--- src/rtl/fcl_pkg.sv ---
// Package: shared types and helpers for the frequency compensation loop.
// Assumes nothing beyond plain two-state use of the enum values.
package fcl_pkg;

    // Direction of the compensation pulses for the current window.
    typedef enum logic [1:0] {
        STEP_NONE = 2'd0,
        STEP_ADV  = 2'd1,
        STEP_RET  = 2'd2
    } step_dir_t;

    // Net contribution of one cycle: +1 advance only, -1 retard only, else 0.
    function automatic logic signed [1:0] step_delta(input logic adv, input logic ret);
        logic signed [1:0] d;
        unique case ({adv, ret})
            2'b10:   d = 2'sd1;
            2'b01:   d = -2'sd1;
            default: d = 2'sd0;
        endcase
        return d;
    endfunction

endpackage

--- src/rtl/fcl_period_timer.sv ---
// Module: fcl_period_timer
// Free-running window timer. It raises win_last in the final cycle of every
// PERIOD-cycle window, with cycle 0 being the first cycle after reset release.
// Assumes PERIOD >= 2.
module fcl_period_timer #(
    parameter int PERIOD = 512
) (
    input  logic clk,
    input  logic rst_n,
    output logic win_last
);
    localparam int CNT_W = $clog2(PERIOD);
    localparam logic [CNT_W-1:0] LAST_IDX = CNT_W'(PERIOD - 1);

    logic [CNT_W-1:0] pos_q;

    // Advance the position inside the window, wrapping at the last cycle.
    always_ff @(posedge clk) begin
        if (!rst_n) begin
            pos_q <= '0;
        end else if (pos_q == LAST_IDX) begin
            pos_q <= '0;
        end else begin
            pos_q <= pos_q + 1'b1;
        end
    end

    // Flag the final cycle of the window.
    always_comb begin
        win_last = (pos_q == LAST_IDX);
    end

endmodule

--- src/rtl/fcl_net_counter.sv ---
// Module: fcl_net_counter
// Counts advance-minus-retard pulses within a window. net_total includes the
// current cycle, so the last cycle's pulse is credited to the closing window.
// The running count clears on the edge that ends the window.
// Assumes NET_W can hold +/-PERIOD.
module fcl_net_counter #(
    parameter int NET_W = 11
) (
    input  logic                    clk,
    input  logic                    rst_n,
    input  logic                    loop_adv,
    input  logic                    loop_ret,
    input  logic                    win_last,
    output logic signed [NET_W-1:0] net_total
);
    import fcl_pkg::*;

    logic signed [NET_W-1:0] net_q;
    logic signed [1:0]       delta;
    logic signed [NET_W-1:0] delta_ext;

    // Translate the two pulse inputs into a signed step.
    always_comb begin
        delta     = step_delta(loop_adv, loop_ret);
        delta_ext = {{(NET_W-2){delta[1]}}, delta};
        net_total = net_q + delta_ext;
    end

    // Accumulate within the window, restarting from zero at each boundary.
    always_ff @(posedge clk) begin
        if (!rst_n) begin
            net_q <= '0;
        end else if (win_last) begin
            net_q <= '0;
        end else begin
            net_q <= net_total;
        end
    end

endmodule

--- src/rtl/fcl_accumulator.sv ---
// Module: fcl_accumulator
// Holds the signed compensation value. On each window boundary it adds the
// window's net count and clamps the result to +/-LIMIT. Between boundaries
// it holds. Assumes LIMIT fits in ACC_W-1 magnitude bits.
module fcl_accumulator #(
    parameter int NET_W = 11,
    parameter int ACC_W = 9,
    parameter int LIMIT = 255
) (
    input  logic                    clk,
    input  logic                    rst_n,
    input  logic                    win_last,
    input  logic signed [NET_W-1:0] net_total,
    output logic signed [ACC_W-1:0] acc_val
);
    localparam int SUM_W = ((NET_W > ACC_W) ? NET_W : ACC_W) + 1;
    localparam logic signed [SUM_W-1:0] HI_BOUND = SUM_W'(LIMIT);
    localparam logic signed [SUM_W-1:0] LO_BOUND = -HI_BOUND;

    logic signed [SUM_W-1:0] sum_w;
    logic signed [ACC_W-1:0] acc_next;

    // Form the unclamped sum and apply saturation.
    always_comb begin
        sum_w = {{(SUM_W-ACC_W){acc_val[ACC_W-1]}}, acc_val}
              + {{(SUM_W-NET_W){net_total[NET_W-1]}}, net_total};
        if (sum_w > HI_BOUND) begin
            acc_next = ACC_W'(HI_BOUND);
        end else if (sum_w < LO_BOUND) begin
            acc_next = ACC_W'(LO_BOUND);
        end else begin
            acc_next = ACC_W'(sum_w);
        end
    end

    // Load the clamped sum only on the window boundary.
    always_ff @(posedge clk) begin
        if (!rst_n) begin
            acc_val <= '0;
        end else if (win_last) begin
            acc_val <= acc_next;
        end
    end

endmodule

--- src/rtl/fcl_spreader.sv ---
// Module: fcl_spreader
// Emits |acc_val| single-cycle pulses per window with even spacing. It uses
// a phase register that gains |acc_val| each cycle and fires on reaching
// PERIOD. The register restarts at zero with each window. Direction follows
// the sign of acc_val. Outputs are registered, one cycle after the add.
// Assumes |acc_val| < PERIOD/2, so pulses never touch.
module fcl_spreader #(
    parameter int PERIOD = 512,
    parameter int ACC_W  = 9
) (
    input  logic                    clk,
    input  logic                    rst_n,
    input  logic                    win_last,
    input  logic signed [ACC_W-1:0] acc_val,
    output logic                    step_adv,
    output logic                    step_ret
);
    import fcl_pkg::*;

    localparam int DDA_W = $clog2(2 * PERIOD);
    localparam int PH_W  = DDA_W - 1;
    localparam logic [DDA_W-1:0] PERIOD_V = DDA_W'(PERIOD);

    logic [PH_W-1:0]  phase_q;
    logic [ACC_W-1:0] mag;
    logic [DDA_W-1:0] phase_sum;
    logic [DDA_W-1:0] phase_next;
    logic             fire;
    step_dir_t        dir;

    // Magnitude and direction of the value being spread.
    always_comb begin
        mag = acc_val[ACC_W-1] ? ACC_W'(-acc_val) : ACC_W'(acc_val);
        if (acc_val > 0) begin
            dir = STEP_ADV;
        end else if (acc_val < 0) begin
            dir = STEP_RET;
        end else begin
            dir = STEP_NONE;
        end
    end

    // Phase step, overflow detection and wrapped remainder.
    always_comb begin
        phase_sum  = DDA_W'(phase_q) + DDA_W'(mag);
        fire       = (phase_sum >= PERIOD_V);
        phase_next = fire ? (phase_sum - PERIOD_V) : phase_sum;
    end

    // Update the phase register and restart it at each window boundary.
    always_ff @(posedge clk) begin
        if (!rst_n) begin
            phase_q <= '0;
        end else if (win_last) begin
            phase_q <= '0;
        end else begin
            phase_q <= PH_W'(phase_next);
        end
    end

    // Register the pulse onto the output selected by the direction.
    always_ff @(posedge clk) begin
        if (!rst_n) begin
            step_adv <= 1'b0;
            step_ret <= 1'b0;
        end else begin
            step_adv <= fire && (dir == STEP_ADV);
            step_ret <= fire && (dir == STEP_RET);
        end
    end

endmodule

--- src/rtl/freq_comp_loop.sv ---
// Module: freq_comp_loop
// Top level of the feed-forward frequency compensation loop. It measures the
// net phase steps of each window, accumulates them into a saturating
// compensation value, and spreads that many pulses over the next window.
// Assumes LIMIT < PERIOD/2 and PERIOD >= 2.
module freq_comp_loop #(
    parameter int PERIOD = 512,
    parameter int LIMIT  = 255
) (
    input  logic clk,
    input  logic rst_n,
    input  logic loop_adv,
    input  logic loop_ret,
    output logic step_adv,
    output logic step_ret
);
    localparam int NET_W = $clog2(PERIOD + 1) + 1;
    localparam int ACC_W = $clog2(LIMIT + 1) + 1;

    logic                    win_last;
    logic signed [NET_W-1:0] net_total;
    logic signed [ACC_W-1:0] acc_val;

    // Window timing.
    fcl_period_timer #(.PERIOD(PERIOD)) u_timer (
        .clk      (clk),
        .rst_n    (rst_n),
        .win_last (win_last)
    );

    // Per-window net step count.
    fcl_net_counter #(.NET_W(NET_W)) u_count (
        .clk       (clk),
        .rst_n     (rst_n),
        .loop_adv  (loop_adv),
        .loop_ret  (loop_ret),
        .win_last  (win_last),
        .net_total (net_total)
    );

    // Saturating compensation value.
    fcl_accumulator #(.NET_W(NET_W), .ACC_W(ACC_W), .LIMIT(LIMIT)) u_accum (
        .clk       (clk),
        .rst_n     (rst_n),
        .win_last  (win_last),
        .net_total (net_total),
        .acc_val   (acc_val)
    );

    // Even pulse generation.
    fcl_spreader #(.PERIOD(PERIOD), .ACC_W(ACC_W)) u_spread (
        .clk      (clk),
        .rst_n    (rst_n),
        .win_last (win_last),
        .acc_val  (acc_val),
        .step_adv (step_adv),
        .step_ret (step_ret)
    );

endmodule

--- config.mk ---
export PLATFORM = sky130hd
export DESIGN_NAME = freq_comp_loop
export DESIGN_NICKNAME = d
export VERILOG_FILES = /design/src/rtl/fcl_pkg.sv /design/src/rtl/fcl_period_timer.sv /design/src/rtl/fcl_net_counter.sv /design/src/rtl/fcl_accumulator.sv /design/src/rtl/fcl_spreader.sv /design/src/rtl/freq_comp_loop.sv
export SDC_FILE = /design/constraint.sdc
export NUM_CORES = 1
export LEC_CHECK = 0
export BUFFER_PORTS_ARGS = -buffer_cell sky130_fd_sc_hd__buf_2
export CAP_MARGIN = 20
export CORE_AREA = 5 5 94 96
export CTS_CLUSTER_SIZE = 10
export DETAILED_ROUTE_END_ITERATION = 8
export DIE_AREA = 0 0 99 101
export SLEW_MARGIN = 10
export SYNTH_ARGS = -nofsm -noshare
export SYNTH_HDL_FRONTEND = slang
export SYNTH_SLANG_ARGS = --single-unit
--- constraint.sdc ---
create_clock -name clk -period 12.7 [get_ports clk]
set_input_delay 2.54 -clock clk [delete_from_list [all_inputs] [get_ports clk]]
set_output_delay 2.54 -clock clk [all_outputs]
set_load 0.1 [all_outputs]
==> summary.txt, run 1 <==
Status
  • Status: completed

Placed design
  • Post-DP HPWL: approximately 4600 µm
  • Final weighted congestion in routability-driven placement: just under 0.9
  • Count of input and output buffers: 5

Route
  • Detailed router's first-iteration violation count: 90
  • ANT nets after route: 0
  • TritonRoute pass-1 iters: 4
  • Via count of the routed design: between 2k and 2.5k
  • Avg WL per Cell: 13.0 µm
  • DRC violations left: 0
  • Routed vias/inst: about 5.3
  • Overall routed net length: around 6000 µm

GRT
  • Number of global-route vias before repair: around 2.3k
  • First-pass GRT wire length: 10,300 µm
  • Number of antenna violations at the first check in global routing: 0
  • Residual overflow from global routing: 0
  • Maximum number of pins on one net before global-route repair: 22
  • Total global routing track utilization: 0.124

Setup path
  • Required time of the critical path: roughly 13,000 ps
  • Startpoint types: primary input
  • Largest fanout on the critical path: 21
  • Critical path data arrival time: around 7300 ps
  • Path type of the worst setup path: primary input to flip-flop
  • Endpoint type of the worst setup path: flip-flop

Logic synthesis
  • Portion of the post-synthesis area used by sequential elements: 0.266
  • Share of synthesized flip-flops with an asynchronous set or reset: 0
  • Post-synth design cell area: around 3000 µm²
  • Top flip-flop cell by instance count after synthesis: dfxtp_1
  • Number of synthesized register bits: 40
  • Post-synth net total: slightly below 400
  • Number of synthesis warnings: 0
  • Count of flip-flops with a built-in enable after synthesis: 0
  • Avg Synthesized Cell Area: approximately 8.4 µm²
  • Synth cell types: 62
  • Syn Inst Count: between 300 and 400

Clock tree
  • Post-CTS setup buffers: 0
  • CTS sink cnt: 40
  • Maximum level of the CTS H-tree: 2
  • Hold buffer count at CTS: 0
  • Clock-pin slew on the worst setup and hold paths: about 80 ps
  • Worst-skew pair later-pin latency: around 300 ps
  • Clock Path Buffers: 2
  • CTS tree: built
  • # resized after CTS: 0
  • Clock root cell: clkbuf_8
  • Clock buffer count from CTS: 5

Timing
  • Clock period minus worst slack: between 7000 and 8000 ps
  • Count of pins over their slew limit: 0
  • Transition time of the tightest slew-check pin: ~900 ps
  • Final Hold Vio Count: 0
  • Top achievable clock speed: approximately 140 MHz
  • Part of the cycle the worst path needs: 0.560
  • Setup TNS Final: 0 ps
  • Rel. slew slack: 0.396
  • Post-Route Skew: 8.26 ps
  • Setup Viol. Count Final: 0
  • Setup repair after global routing missed its margin: no

Power and ir drop
  • Power density normalized to cell area: around 120 nW/µm²
  • Total power: 0.388 mW
  • Static leakage: 1.38 nW
  • Worst VDD drop: 0.0374 mV

Cells and area
  • Area grow syn2layout: 7.02%
  • Filler instances: just over 800
  • Diodes inserted: 0
  • Layout cells sized above 1: 0.0644
  • Number of nets in the finished design: just under 400

Floorplan
  • Std-Cell Rows: 33
  • Width of the chip: slightly below 100 µm
  • Core Box Area: 7970 µm²
  • Vert. Die Dim: around 100 µm
  • Die area: about 10000 µm²
  • Ports: 6
  • Starting density of the core: 0.378

Flow run
  • Max-Cap Viols: 0

Min path
  • Worst min-delay path category: flip-flop to flip-flop
-- metal layers --
layer / routed length (µm) / track usage / vias up
met5: 0 / 0 / -
met2: 2650 / 0.197 / 24
met3: 102 / 0.0208 / 12
met1: 3140 / 0.171 / 1144
li1: - / - / 1276
met4: 107 / 0.0431 / 0
-- final timing paths --
kind	start	depth (start not counted)	end	slack (ps)
max	loop_adv	20	u_accum.acc_val[4]	5580
max reg2reg	u_count.net_q[1]	17	u_accum.acc_val[4]	8260
min reg2reg	u_timer.pos_q[0]	1	u_timer.pos_q[0]	450
min	u_timer.pos_q[0]	1	u_timer.pos_q[0]	450
-- registers in the layout, indices dropped and copies added, names as in the netlist --
register / count
u_accum.acc_val: 9
u_count.net_q: 11
u_spread.step_ret: 1
u_timer.pos_q: 9
u_spread.step_adv: 1
u_spread.phase_q: 9
-- through the flow --
stage | worst slack [ps] | utilization | instances | area (µm²) | hold WS [ps]
detailed placement | 5300 | 0.390 | 454 | 3100 | 444
floorplan | 5880 | - | 359 | 3010 | 418
finish | 5580 | 0.405 | 462 | 3230 | 453
global route | 5160 | 0.405 | 462 | 3230 | 477
global placement | 5480 | 0.390 | 454 | 3100 | 434
CTS | 5600 | 0.405 | 462 | 3230 | 456
-- critical path, cell delays in order --
cell,delay (ps)
buf_2,90
inv_1,60
ha_1,730
xor2_1,210
ha_1,250
a31oi_1,110
o22ai_1,240
a21oi_1,140
o21ai_0,380
a21oi_1,100
xnor2_1,290
ha_1,310
and2_1,160
a311o_1,410
or3_1,370
a21boi_1,150
a211oi_1,90
o221ai_2,240
nand2_1,160
o221a_2,290
-- synthesized netlist by cell type, types with 4 or more instances --
master | instances | area share
a21o_1 | 7 | 0.017
nor2_1 | 25 | 0.031
nor3_1 | 7 | 0.012
nor2b_1 | 4 | 0.0083
dfxtp_1 | 40 | 0.27
o22ai_1 | 4 | 0.0083
o21bai_1 | 7 | 0.017
nand3_1 | 7 | 0.012
and2_1 | 16 | 0.033
a21oi_1 | 20 | 0.033
or3_1 | 4 | 0.0083
clkbuf_1 | 10 | 0.012
xor2_1 | 12 | 0.035
o21a_1 | 7 | 0.017
ha_1 | 30 | 0.12
nand2b_1 | 6 | 0.012
xnor2_1 | 25 | 0.073
inv_1 | 15 | 0.019
nand2_1 | 30 | 0.037
o21ai_0 | 19 | 0.032
-- layout make-up --
cell class,instances,area (µm²),area share
clock buffers,6,82.6,0.0256
multi-input cells,289,2090,0.648
clock inverters,2,38.8,0.0120
well taps,105,131,0.0407
repair buffers,5,25.0,0.00776
flip-flops and latches,40,801,0.248
inverters,15,56.3,0.0175
-- report_power, final --
part           internal (mW)  leakage (nW)  switching [mW]
logic                 0.0548         0.990          0.0752
clock network         0.0643        0.0614          0.0481
registers              0.134         0.325          0.0117
-- placed cells by master, fill, tap and decap left out, types with 4 or more instances in the layout --
cell type,Yosys,final
nor2_1,25,25
inv_1,15,15
nand2_1,30,30
dfxtp_1,40,40
o21bai_1,7,7
nand2b_1,6,6
xnor2_1,25,25
or3_1,4,4
o22ai_1,4,4
a21o_1,7,7
o21a_1,7,7
xor2_1,12,12
nor2b_1,4,4
ha_1,30,30
clkbuf_8,0,6
a21oi_1,20,20
nor3_1,7,7
o21ai_0,19,19
buf_2,2,5
nand3_1,7,7
and2_1,16,16
-- cells by family after synthesis --
group,count (synthesis),synth area share
flip-flops,40,0.266
AND/OR/NAND/NOR,116,0.198
adder cells (fa/ha/maj),32,0.138
buffers and inverters,30,0.0407
multiplexers,4,0.0137
XOR/XNOR,37,0.108
AO/OA/AOI/OAI,100,0.237
(Power assumes the default switching activity.)
==> inputs of run 2 (changes only) <==
clock period = 6.37 ns   (was 12.7 ns; I/O delays follow)
==> run 2 against run 1 <==
Compared with the run above: final area about the same; sequential power is 100% higher; sequential share of layout area about the same; via count down 1.6%; clock skew rose by 4.9 ps; count of clock-buffer cells in the layout down 1; register-to-register slack lost 6300 ps; hold slack better by 6.2 ps; critical path depth increased by 1; core utilization about the same; total power increased by 98%; worst setup slack got worse by 4600 ps; critical path type unchanged.
==> summary.txt, run 2 (synthesized netlist as in run 1, its figures left out) <==
Cells and area
  • Number of flip-flops in the largest register: 11 (unchanged)
  • Area grow syn2layout: 7.06% (about the same)
  • Highest-count cells in the layout ignoring fill and taps: dfxtp_1 (40), nand2_1 (30), ha_1 (30)
  • Most common cell after layout, fill and taps aside: dfxtp_1
  • Layout cells sized above 1: 0.0670 (+0.00261)
  • Number of nets in the finished design: 393 (+0.26%)
  • Register ranked first by flip-flop count: u_count.net_q
  • Diodes inserted: 0 (unchanged)

Floorplan
  • Ports: 6 (unchanged)
  • Starting density of the core: 0.378 (unchanged)
  • Core Box Area: 7970 µm² (unchanged)
  • Width of the chip: 99 µm (unchanged)
  • Die area: 10000 µm² (unchanged)
  • Std-Cell Rows: 33 (unchanged)
  • Vert. Die Dim: 101 µm (unchanged)

Placed design
  • Final weighted congestion in routability-driven placement: 0.839 (-2.9%)
  • Placement-stage worst setup slack: 643 ps (-4650 ps)
  • Count of input and output buffers: 5 (unchanged)
  • Post-DP HPWL: 4640 µm (+0.79%)

GRT
  • Number of antenna violations at the first check in global routing: 0 (unchanged)
  • Residual overflow from global routing: 0 (unchanged)
  • Total global routing track utilization: 0.129 (+0.00407)
  • Number of global-route vias before repair: 2,333 (+2.1%)
  • First-pass GRT wire length: 10,700 µm (+4.0%)
  • Maximum number of pins on one net before global-route repair: 21 (-4.5%)

Clock tree
  • Clock buffer count from CTS: 5 (unchanged)
  • Post-CTS setup buffers: 0 (unchanged)
  • CTS sink cnt: 40 (unchanged)
  • CTS tree: built
  • Hold buffer count at CTS: 0 (unchanged)
  • Maximum level of the CTS H-tree: 2 (unchanged)
  • # resized after CTS: 0 (unchanged)
  • Clock Path Buffers: 2 (unchanged)
  • Worst-skew pair later-pin latency: 300 ps (about the same)
  • Clock root cell: clkbuf_8
  • Clock-pin slew on the worst setup and hold paths: 90 ps (about the same)

Route
  • ANT nets after route: 0 (unchanged)
  • Met2 WL: 2650 µm (about the same)
  • Via count of the routed design: 2,417 (-1.6%)
  • Uppermost metal layer occupied by signal nets: met4
  • Avg WL per Cell: 12.8 µm (-1.3%)
  • Routed vias/inst: 5.22 (-1.8%)
  • TritonRoute pass-1 iters: 4 (unchanged)
  • Overall routed net length: 5940 µm (-1.1%)
  • DRC violations left: 0 (unchanged)
  • Routed metal-1 wirelength: 3110 µm (-1.2%)
  • Routed length on met3: 116 µm (+14%)
  • Detailed router's first-iteration violation count: 101 (+12%)

Setup path
  • Worst path bufs/invs: 3 (+1)
  • Endpoint type of the worst setup path: flip-flop
  • Path type of the worst setup path: primary input to flip-flop
  • Critical path data arrival time: 5620 ps (-1690 ps)
  • Startpoint types: primary input
  • Largest fanout on the critical path: 6 (-71%)
  • Largest incremental delay on the critical path: 410 ps (-320 ps)
  • Category of cells accounting for the largest share of critical-path delay: compound AO/OA/AOI/OAI gates
  • Slowest stage cell on the critical path: a311o_1
  • Cell occurring most often along the worst timing path: ha_1
  • Number of stages on the worst setup path: 21 (+5.0%)
  • Cell-by-cell trace of the critical path: buf_2 -> inv_1 -> ha_1 -> inv_1 -> ha_1 -> ha_1 -> a31oi_1 -> o22ai_1 -> a21oi_1 -> o21ai_0 -> a21oi_1 -> xnor2_1 -> ha_1 -> and2_1 -> a311o_1 -> or3_1 -> a21boi_1 -> a211oi_1 -> o221ai_2 -> nand2_1 -> o221a_2
  • Number of cell instances on the worst register-to-register path: 17 (unchanged)
  • Required time of the critical path: 6560 ps (-6330 ps)

Power and ir drop
  • Static leakage: 1.38 nW (-0.11%)
  • Worst VDD drop: 0.0857 mV (+130%)
  • Power density normalized to cell area: 238 nW/µm² (+98%)
  • Total power: 0.767 mW (+98%)

Min path
  • Worst min-delay path category: flip-flop to flip-flop
  • Worst hold path cell count: 1 (unchanged)

Timing
  • Post-Route Skew: 13.1 ps (+4.86 ps)
  • Post-route setup slack: 938 ps (-4640 ps)
  • Count of pins over their slew limit: 0 (unchanged)
  • Top achievable clock speed: approximately 180 MHz
  • Final Hold Vio Count: 0 (unchanged)
  • Rel. slew slack: 0.430 (+0.0334)
  • Setup repair after global routing missed its margin: no
  • Setup TNS Final: 0 ps (unchanged)
  • Part of the cycle the worst path needs: 0.853
  • Clock period minus worst slack: 5430 ps
  • Transition time of the tightest slew-check pin: 854 ps (-50.1 ps)
  • Setup Viol. Count Final: 0 (unchanged)

Flow run
  • Max-Cap Viols: 0 (unchanged)

Status
  • Status: completed
run 2: changes by cell type in the layout (fill, tap and decap cells not counted):
cell        before  now
buf_4            0    1
clkbuf_8         6    5
clkinv_4         1    0
clkinvlp_4       0    1
inv_6            0    1
run 2: metrics by stage:
step / std cells / area, µm² / hold slack [ps] / utilization
6_report: 463 / 3230 / 459 / 0.405
5_1_grt: 463 / 3230 / 496 / 0.405
4_1_cts: 463 / 3230 / 463 / 0.405
3_5_place_dp: 455 / 3110 / 442 / 0.390
3_3_place_gp: 455 / 3110 / 431 / 0.390
2_1_floorplan: 359 / 3010 / 418 / -
run 2: worst paths after layout:
kind | start | to | slack, ps
setup reg to reg | u_count.net_q[1] | u_accum.acc_val[4] | 1920
setup / recovery | loop_adv | u_accum.acc_val[4] | 940
hold reg to reg | u_timer.pos_q[0] | u_timer.pos_q[0] | 460
hold / removal | u_timer.pos_q[0] | u_timer.pos_q[0] | 460
run 2: area by class of cell:
cell class                      instances  area, µm²
Tap cell                              105        131
Timing Repair Buffer                    6       32.5
Inverter                               15       56.3
Clock inverter                          3       46.3
Clock buffer                            5       68.8
Fill cell                             796       4740
Sequential cell                        40        801
Multi-Input combinational cell        289       2090
run 2: per-layer routing:
layer	track usage	up-vias
met5	0	-
met4	0.0315	0
met3	0.0228	8
met2	0.207	18
met1	0.178	1100
li1	-	1291
run 2: power breakdown:
| group | switching, mW | internal (mW) | leakage, nW |
|---|---|---|---|
| Combinational | 0.150 | 0.110 | 0.995 |
| Sequential | 0.0241 | 0.267 | 0.325 |
| Clock | 0.0988 | 0.118 | 0.0548 |
| Total | 0.273 | 0.495 | 1.38 |
